## src/rtl/vof_pkg.sv

```systemverilog
package vof_pkg;

   typedef enum logic [1:0] {
      MODE_WIDE  = 2'd0,
      MODE_BYTE  = 2'd1,
      MODE_EMBED = 2'd2,
      MODE_RSVD  = 2'd3
   } vof_mode_e;

   typedef struct packed {
      logic lim;
      logic ck_en;
      logic ck_sel;
      logic ck_inv;
      logic test;
   } vof_cfg_t;

endpackage

```

## src/rtl/vof_regs.sv

```systemverilog
module vof_regs
   import vof_pkg::*;
#(
   parameter int ADDR_W = 8,
   parameter int DATA_W = 8,
   parameter logic [ADDR_W-1:0] A_LIM = 'h40,
   parameter logic [ADDR_W-1:0] A_CLK = 'h60,
   parameter int LIM_BIT  = 6,
   parameter int EN_BIT   = 7,
   parameter int SEL_BIT  = 6,
   parameter int INV_BIT  = 5,
   parameter int TEST_BIT = 4
) (
   input  logic              clk,
   input  logic              rst_n,
   input  logic              we,
   input  logic [ADDR_W-1:0] addr,
   input  logic [DATA_W-1:0] wdata,
   output vof_cfg_t          cfg
);

   localparam int MAX_BIT = DATA_W - 1;

   if (LIM_BIT > MAX_BIT || EN_BIT > MAX_BIT || SEL_BIT > MAX_BIT ||
       INV_BIT > MAX_BIT || TEST_BIT > MAX_BIT) begin : g_bad_bit
      $error("vof_regs: control bit index beyond data width");
   end
   if (A_LIM == A_CLK) begin : g_bad_addr
      $error("vof_regs: register addresses collide");
   end

   always_ff @(posedge clk) begin
      if (!rst_n) begin
         cfg <= '0;
      end else if (we) begin
         if (addr == A_LIM) begin
            cfg.lim <= wdata[LIM_BIT];
         end
         if (addr == A_CLK) begin
            cfg.ck_en  <= wdata[EN_BIT];
            cfg.ck_sel <= wdata[SEL_BIT];
            cfg.ck_inv <= wdata[INV_BIT];
            cfg.test   <= wdata[TEST_BIT];
         end
      end
   end

   // unmapped addresses leave the configuration untouched
   a_r6_unmapped_ignored: assert property (@(posedge clk) disable iff (!rst_n)
      (we && addr != A_LIM && addr != A_CLK) |=> (cfg == $past(cfg)));

   // a limiter write lands in the limiter bit
   a_r6_lim_write: assert property (@(posedge clk) disable iff (!rst_n)
      (we && addr == A_LIM) |=> (cfg.lim == $past(wdata[LIM_BIT])));

endmodule

```

## src/rtl/vof_clamp.sv

```systemverilog
module vof_clamp #(
   parameter int LANES  = 2,
   parameter int BYTE_W = 8
) (
   input  logic                    clk,
   input  logic                    rst_n,
   input  logic                    valid,
   input  logic                    lim,
   input  logic [LANES*BYTE_W-1:0] din,
   output logic [LANES*BYTE_W-1:0] dout
);

   localparam int          BUS_W  = LANES * BYTE_W;
   localparam logic [BYTE_W-1:0] CODE_LO = '0;
   localparam logic [BYTE_W-1:0] CODE_HI = '1;

   if (LANES < 1 || BYTE_W < 2) begin : g_bad_cfg
      $error("vof_clamp: need at least one lane of two or more bits");
   end

   logic [BUS_W-1:0] nxt;
   logic             arm;

   assign arm = valid & lim;

   for (genvar g = 0; g < LANES; g++) begin : g_lane
      logic [BYTE_W-1:0] b;
      assign b = din[g*BYTE_W +: BYTE_W];
      always_comb begin
         nxt[g*BYTE_W +: BYTE_W] = b;
         if (arm && b == CODE_LO) nxt[g*BYTE_W +: BYTE_W] = CODE_LO + 1'b1;
         if (arm && b == CODE_HI) nxt[g*BYTE_W +: BYTE_W] = CODE_HI - 1'b1;
      end

      // no lane carries a reserved extreme after an armed cycle
      a_r2_no_extremes: assert property (@(posedge clk) disable iff (!rst_n)
         (valid && lim) |=> (dout[g*BYTE_W +: BYTE_W] != CODE_LO &&
                             dout[g*BYTE_W +: BYTE_W] != CODE_HI));
   end

   always_ff @(posedge clk) begin
      if (!rst_n) dout <= '0;
      else        dout <= nxt;
   end

   // outside the valid period data is untouched
   a_r4_blank_passthru: assert property (@(posedge clk) disable iff (!rst_n)
      !valid |=> (dout == $past(din)));

   // limiter off means transparent
   a_r3_off_passthru: assert property (@(posedge clk) disable iff (!rst_n)
      !lim |=> (dout == $past(din)));

endmodule

```

## src/rtl/vof_clkgen.sv

```systemverilog
module vof_clkgen
   import vof_pkg::*;
#(
   parameter bit HAS_TEST_SEL = 1'b1
) (
   input  logic      clk,
   input  logic      rst_n,
   input  vof_mode_e mode,
   input  vof_cfg_t  cfg,
   output logic      clk_out,
   output logic      clk_oe
);

   logic div_q;
   logic pix_clk;
   logic use_pix;
   logic src;

   always_ff @(posedge clk) begin
      if (!rst_n) div_q <= 1'b0;
      else        div_q <= ~div_q;
   end

   assign pix_clk = (mode == MODE_WIDE) ? clk : div_q;

   if (HAS_TEST_SEL) begin : g_test_sel
      assign use_pix = cfg.test & ~cfg.ck_sel;
   end else begin : g_fixed_src
      assign use_pix = 1'b0;
   end

   assign src     = use_pix ? pix_clk : clk;
   assign clk_out = src ^ cfg.ck_inv;
   assign clk_oe  = cfg.ck_en;

   // divider alternates every edge
   a_r10_div_rise: assert property (@(posedge clk) disable iff (!rst_n)
      !div_q |=> div_q);
   a_r10_div_fall: assert property (@(posedge clk) disable iff (!rst_n)
      div_q |=> !div_q);

endmodule

```

## src/rtl/vid_out_fmt.sv

```systemverilog
module vid_out_fmt
   import vof_pkg::*;
#(
   parameter int LANES  = 2,
   parameter int BYTE_W = 8,
   parameter int ADDR_W = 8,
   parameter logic [ADDR_W-1:0] A_LIM = 'h40,
   parameter logic [ADDR_W-1:0] A_CLK = 'h60,
   parameter bit HAS_TEST_SEL = 1'b1
) (
   input  logic                    clk_in,
   input  logic                    rst_n,
   input  logic [1:0]              mode,
   input  logic                    valid,
   input  logic [LANES*BYTE_W-1:0] pix_in,
   input  logic                    reg_we,
   input  logic [ADDR_W-1:0]       reg_addr,
   input  logic [BYTE_W-1:0]       reg_wdata,
   output logic [LANES*BYTE_W-1:0] pix_out,
   output logic                    clk_out,
   output logic                    clk_out_oe
);

   localparam int EN_BIT = 7;

   vof_cfg_t  cfg;
   vof_mode_e mode_e;

   assign mode_e = vof_mode_e'(mode);

   vof_regs #(
      .ADDR_W(ADDR_W), .DATA_W(BYTE_W), .A_LIM(A_LIM), .A_CLK(A_CLK),
      .EN_BIT(EN_BIT)
   ) u_regs (
      .clk(clk_in), .rst_n(rst_n), .we(reg_we), .addr(reg_addr),
      .wdata(reg_wdata), .cfg(cfg)
   );

   vof_clamp #(.LANES(LANES), .BYTE_W(BYTE_W)) u_clamp (
      .clk(clk_in), .rst_n(rst_n), .valid(valid), .lim(cfg.lim),
      .din(pix_in), .dout(pix_out)
   );

   vof_clkgen #(.HAS_TEST_SEL(HAS_TEST_SEL)) u_clkgen (
      .clk(clk_in), .rst_n(rst_n), .mode(mode_e), .cfg(cfg),
      .clk_out(clk_out), .clk_oe(clk_out_oe)
   );

   // a clock-register write with enable 0 floats the pad next cycle
   a_r7_disable_floats: assert property (@(posedge clk_in) disable iff (!rst_n)
      (reg_we && reg_addr == A_CLK && !reg_wdata[EN_BIT]) |=> !clk_out_oe);

   // a clock-register write with enable 1 drives the pad next cycle
   a_r7_enable_drives: assert property (@(posedge clk_in) disable iff (!rst_n)
      (reg_we && reg_addr == A_CLK && reg_wdata[EN_BIT]) |=> clk_out_oe);

endmodule

```

## config.mk

```make
export PLATFORM = sky130hd
export DESIGN_NAME = vid_out_fmt
export DESIGN_NICKNAME = d
export VERILOG_FILES = /design/src/rtl/vof_pkg.sv /design/src/rtl/vof_regs.sv /design/src/rtl/vof_clamp.sv /design/src/rtl/vof_clkgen.sv /design/src/rtl/vid_out_fmt.sv
export SDC_FILE = /design/constraint.sdc
export NUM_CORES = 1
export LEC_CHECK = 0
export ABC_AREA = 1
export CORE_MARGIN = 2
export CORE_UTILIZATION = 40
export CTS_BUF_LIST = sky130_fd_sc_hd__clkbuf_4 sky130_fd_sc_hd__clkbuf_8 sky130_fd_sc_hd__clkbuf_16
export DETAILED_ROUTE_END_ITERATION = 8
export PLACE_DENSITY = 0.9
export SYNTH_ARGS = -nofsm -noshare
export SYNTH_HDL_FRONTEND = slang
export SYNTH_HIERARCHICAL = 1
export SYNTH_SLANG_ARGS = --single-unit
```

## constraint.sdc

```tcl
create_clock -name clk_in -period 2.2 [get_ports clk_in]
set_clock_uncertainty 0.15 [all_clocks]
set_input_delay 0.33 -clock clk_in [delete_from_list [all_inputs] [get_ports clk_in]]
set_output_delay 0.33 -clock clk_in [all_outputs]
set_load 0.005 [all_outputs]
```

==> run_results.csv <==
group,metric,value,unit
finish,n_antenna_cell,0,
finish,syn2layout_area_growth,65.3,%
worst_setup_path,required,1720,ps
worst_setup_path,crit_fanout,2,
route,drt-initial-drc-count,40,
sta,rsz0062_at_grt,"no",
global_route,grt_pass1_wl,3.95,mm
route,drc,0,
route,vias,1028,
worst_setup_path,cp-start-kind,"clock port",
worst_hold_path,hold_end,"u_clamp/dout[5]$_SDFF_PN0_",
worst_hold_path,min-delay-start,"pix_in[5]",
run_status,status,"finished clean",
floorplanning,start_util,0.431,
yosys,ys_types,15,
yosys,netlist.area_leader.share,0.453,
floorplanning,die_area,2840,µm²
worst_setup_path,crit_type,"clock port to primary output",
cts,clk_latency,270,ps
place,port_buffers,51,
worst_setup_path,reg2reg_slack,1230,ps
worst_hold_path,holdPathStages,3,
route,dr.pass1.iters,8,
yosys,ys_warn_count,6,
power,p_leak,0.807,nW
place,hpwl,1.90,mm
yosys,syn-instance-count,141,
route,wl_met1,986,µm
floorplanning,pin_count,56,
place,place_area,1500,µm²
worst_setup_path,critical_path.reg2reg.endpoint,"u_clamp/dout[8]$_SDFF_PP0_",
cts,cts_tree,"built",
finish,final_core_util,0.713,
global_route,antenna_found_initial,0,
global_route,grt_pass1_vias,993,
place,place_congestion,0.688,
route,antenna_left,0,
yosys,synth-edff-count,0,
sta,slew_headroom,0.838,
finish,stdcell_count,226,
worst_setup_path,cp_slowest_cell,"clkbuf_16",
global_route,grt_start_max_net_pins,23,
worst_setup_path,r2r-start,"u_regs/cfg[4]$_SDFFE_PN0P_",
route,wl,2.60,mm
yosys,synth_top_cell_by_area,"dfxtp_1",
finish,drive_above_1_share,0.116,
worst_setup_path,endpoint_kind,"primary output",
finish,fin_area,1610,µm²
yosys,synthTopCellsByCount,"nand2_1 (38), inv_1 (29), nor2_1 (23)",
floorplanning,coreArea,2250,µm²
flow_run,cap_viol_max_count,0,
yosys,synthesis.nets,179,
yosys,synthArstFlopShare,0,
worst_setup_path,reg2reg_depth,6,
sta,hold_violations,0,
route,wl_met2,1.43,mm
power,ir_drop,0.000431,V
route,viasPerCell,4.55,
global_route,grtUsageTotal,0.218,
yosys,yosysMostFrequentCell,"nand2_1",
yosys,yosys-top-cells-area,"dfxtp_1 (45%), nand2_1 (15%), inv_1 (11%), nor2_1 (8.9%), nand3_1 (5.7%)",
cts,path_clk_slew,110,ps
worst_hold_path,hold_class,"primary input to flip-flop",
yosys,synthFlopType,"dfxtp_1",
floorplanning,rows,17,
worst_setup_path,cp_common_cell,"nand2_4",
sta,worstMarginPinSlew,243,ps
power,power,0.00112,W
floorplanning,fp.dieH,53.3,µm
finish,fin_nets,236,
yosys,ys_ff_latch,22,
yosys,ys_seq_area_frac,0.453,
yosys,syn-cell-area,972,µm²
route,dr.max_layer_used,"met4",
sta,drv_slew,0,
route,wl_met3,178,µm
sta,whs,273,ps
finish,nFillCells,176,
global_route,grt_remaining_overflow,0,
power,p_per_area,695,nW/µm²
worst_setup_path,slowest_delay,130,ps
floorplanning,die_width,53.3,µm
place,dp.cells,218,
worst_setup_path,crit_arrival,1680,ps
worst_setup_path,crit_chain,"clkbuf_16 > inv_4 > nand2_4 > buf_8 > nand2_4 > nand2_2 > nand2_1 > buf_2",
sta,finalSetupViolCount,0,
yosys,syn_area_per_cell,6.89,µm²
route,wl_per_cell,11.5,µm
## metrics by stage
stage	setup slack [ps]	setup TNS (ps)
2_1_floorplan	382	0
3_3_place_gp	-83.2	-83.2
3_5_place_dp	-84.2	-84.2
4_1_cts	0.431	0
5_1_grt	2.25	0
6_report	38.5	0
## how the worst max path moves through the flow
stage | startpoint | to | slack, ps
finish | clk_in | clk_out | 40
floorplan | clk_in | clk_out | 380
CTS | clk_in | clk_out | 0.4
global placement | clk_in | clk_out | -80
detailed placement | clk_in | clk_out | -80
global route | clk_in | clk_out | 2
## critical path: cells and delay by family
family,cells,cell delay [ps]
AND/OR/NAND/NOR,4,180
buffers and inverters,4,400
## final cells by class
| class | count | area (µm²) | share of cell area |
|---|---|---|---|
| flip-flops and latches | 22 | 440 | 0.274 |
| inverters | 29 | 109 | 0.0678 |
| multi-input cells | 86 | 415 | 0.259 |
| well taps | 28 | 35.0 | 0.0218 |
| clock buffers | 8 | 88.8 | 0.0553 |
| repair buffers | 51 | 508 | 0.316 |
| clock inverters | 2 | 10.0 | 0.00623 |
## per-layer routing
| metal | GRT usage | vias to the layer above |
|---|---|---|
| li1 | - | 520 |
| met1 | 0.224 | 453 |
| met2 | 0.366 | 53 |
| met3 | 0.0706 | 2 |
| met4 | 0.158 | 0 |
| met5 | 0 | - |
## registers in the layout, summed over array words and instances (netlist names)
register,flops
u_clkgen/div_q,1
u_clamp/dout,16
u_regs/cfg,5
## where the power goes
group / internal, W / total (W) / leakage [nW] / switching (W)
registers: 0.000415 / 0.000420 / 0.182 / 0.00000456
logic: 0.0000927 / 0.000150 / 0.543 / 0.0000575
clock network: 0.000308 / 0.000547 / 0.0821 / 0.000239
## logic make-up (layout without fill, tap and decap cells)
group	count (synthesis)	count (layout)	synth area share
AO/OA/AOI/OAI	5	5	0.0257
flip-flops	22	22	0.453
buffers and inverters	33	90	0.140
AND/OR/NAND/NOR	81	81	0.381
## cell usage in the layout, fill, tap and decap left out
| cell | Yosys | routed |
|---|---|---|
| inv_1 | 29 | 29 |
| nor2_4 | 1 | 1 |
| nand3_4 | 1 | 1 |
| a21oi_1 | 5 | 5 |
| nand3_1 | 11 | 10 |
| nand2_2 | 2 | 2 |
| dfxtp_1 | 22 | 22 |
| nor2_1 | 23 | 23 |
| nand2_1 | 38 | 36 |
| clkbuf_4 | 0 | 2 |
| clkbuf_16 | 0 | 1 |
| nor2_8 | 1 | 1 |
| clkbuf_8 | 0 | 1 |
| buf_4 | 1 | 3 |
| inv_2 | 1 | 1 |
| buf_2 | 0 | 1 |
| nand2_4 | 0 | 2 |
| nor2_2 | 4 | 4 |
| clkdlybuf4s50_1 | 0 | 50 |
| inv_4 | 0 | 1 |
| buf_8 | 0 | 1 |
| nand3_2 | 0 | 1 |
## timing repair
action / 4_1_cts / 5_1_grt
gates cloned: 0 / 0
resized for setup: 11 / 5
pin swaps: 1 / 0
hold buffers: 0 / 0
endpoints found under the setup margin: 2 / 1
buffers inserted: 2 / 0
(Power assumes the default switching activity.)
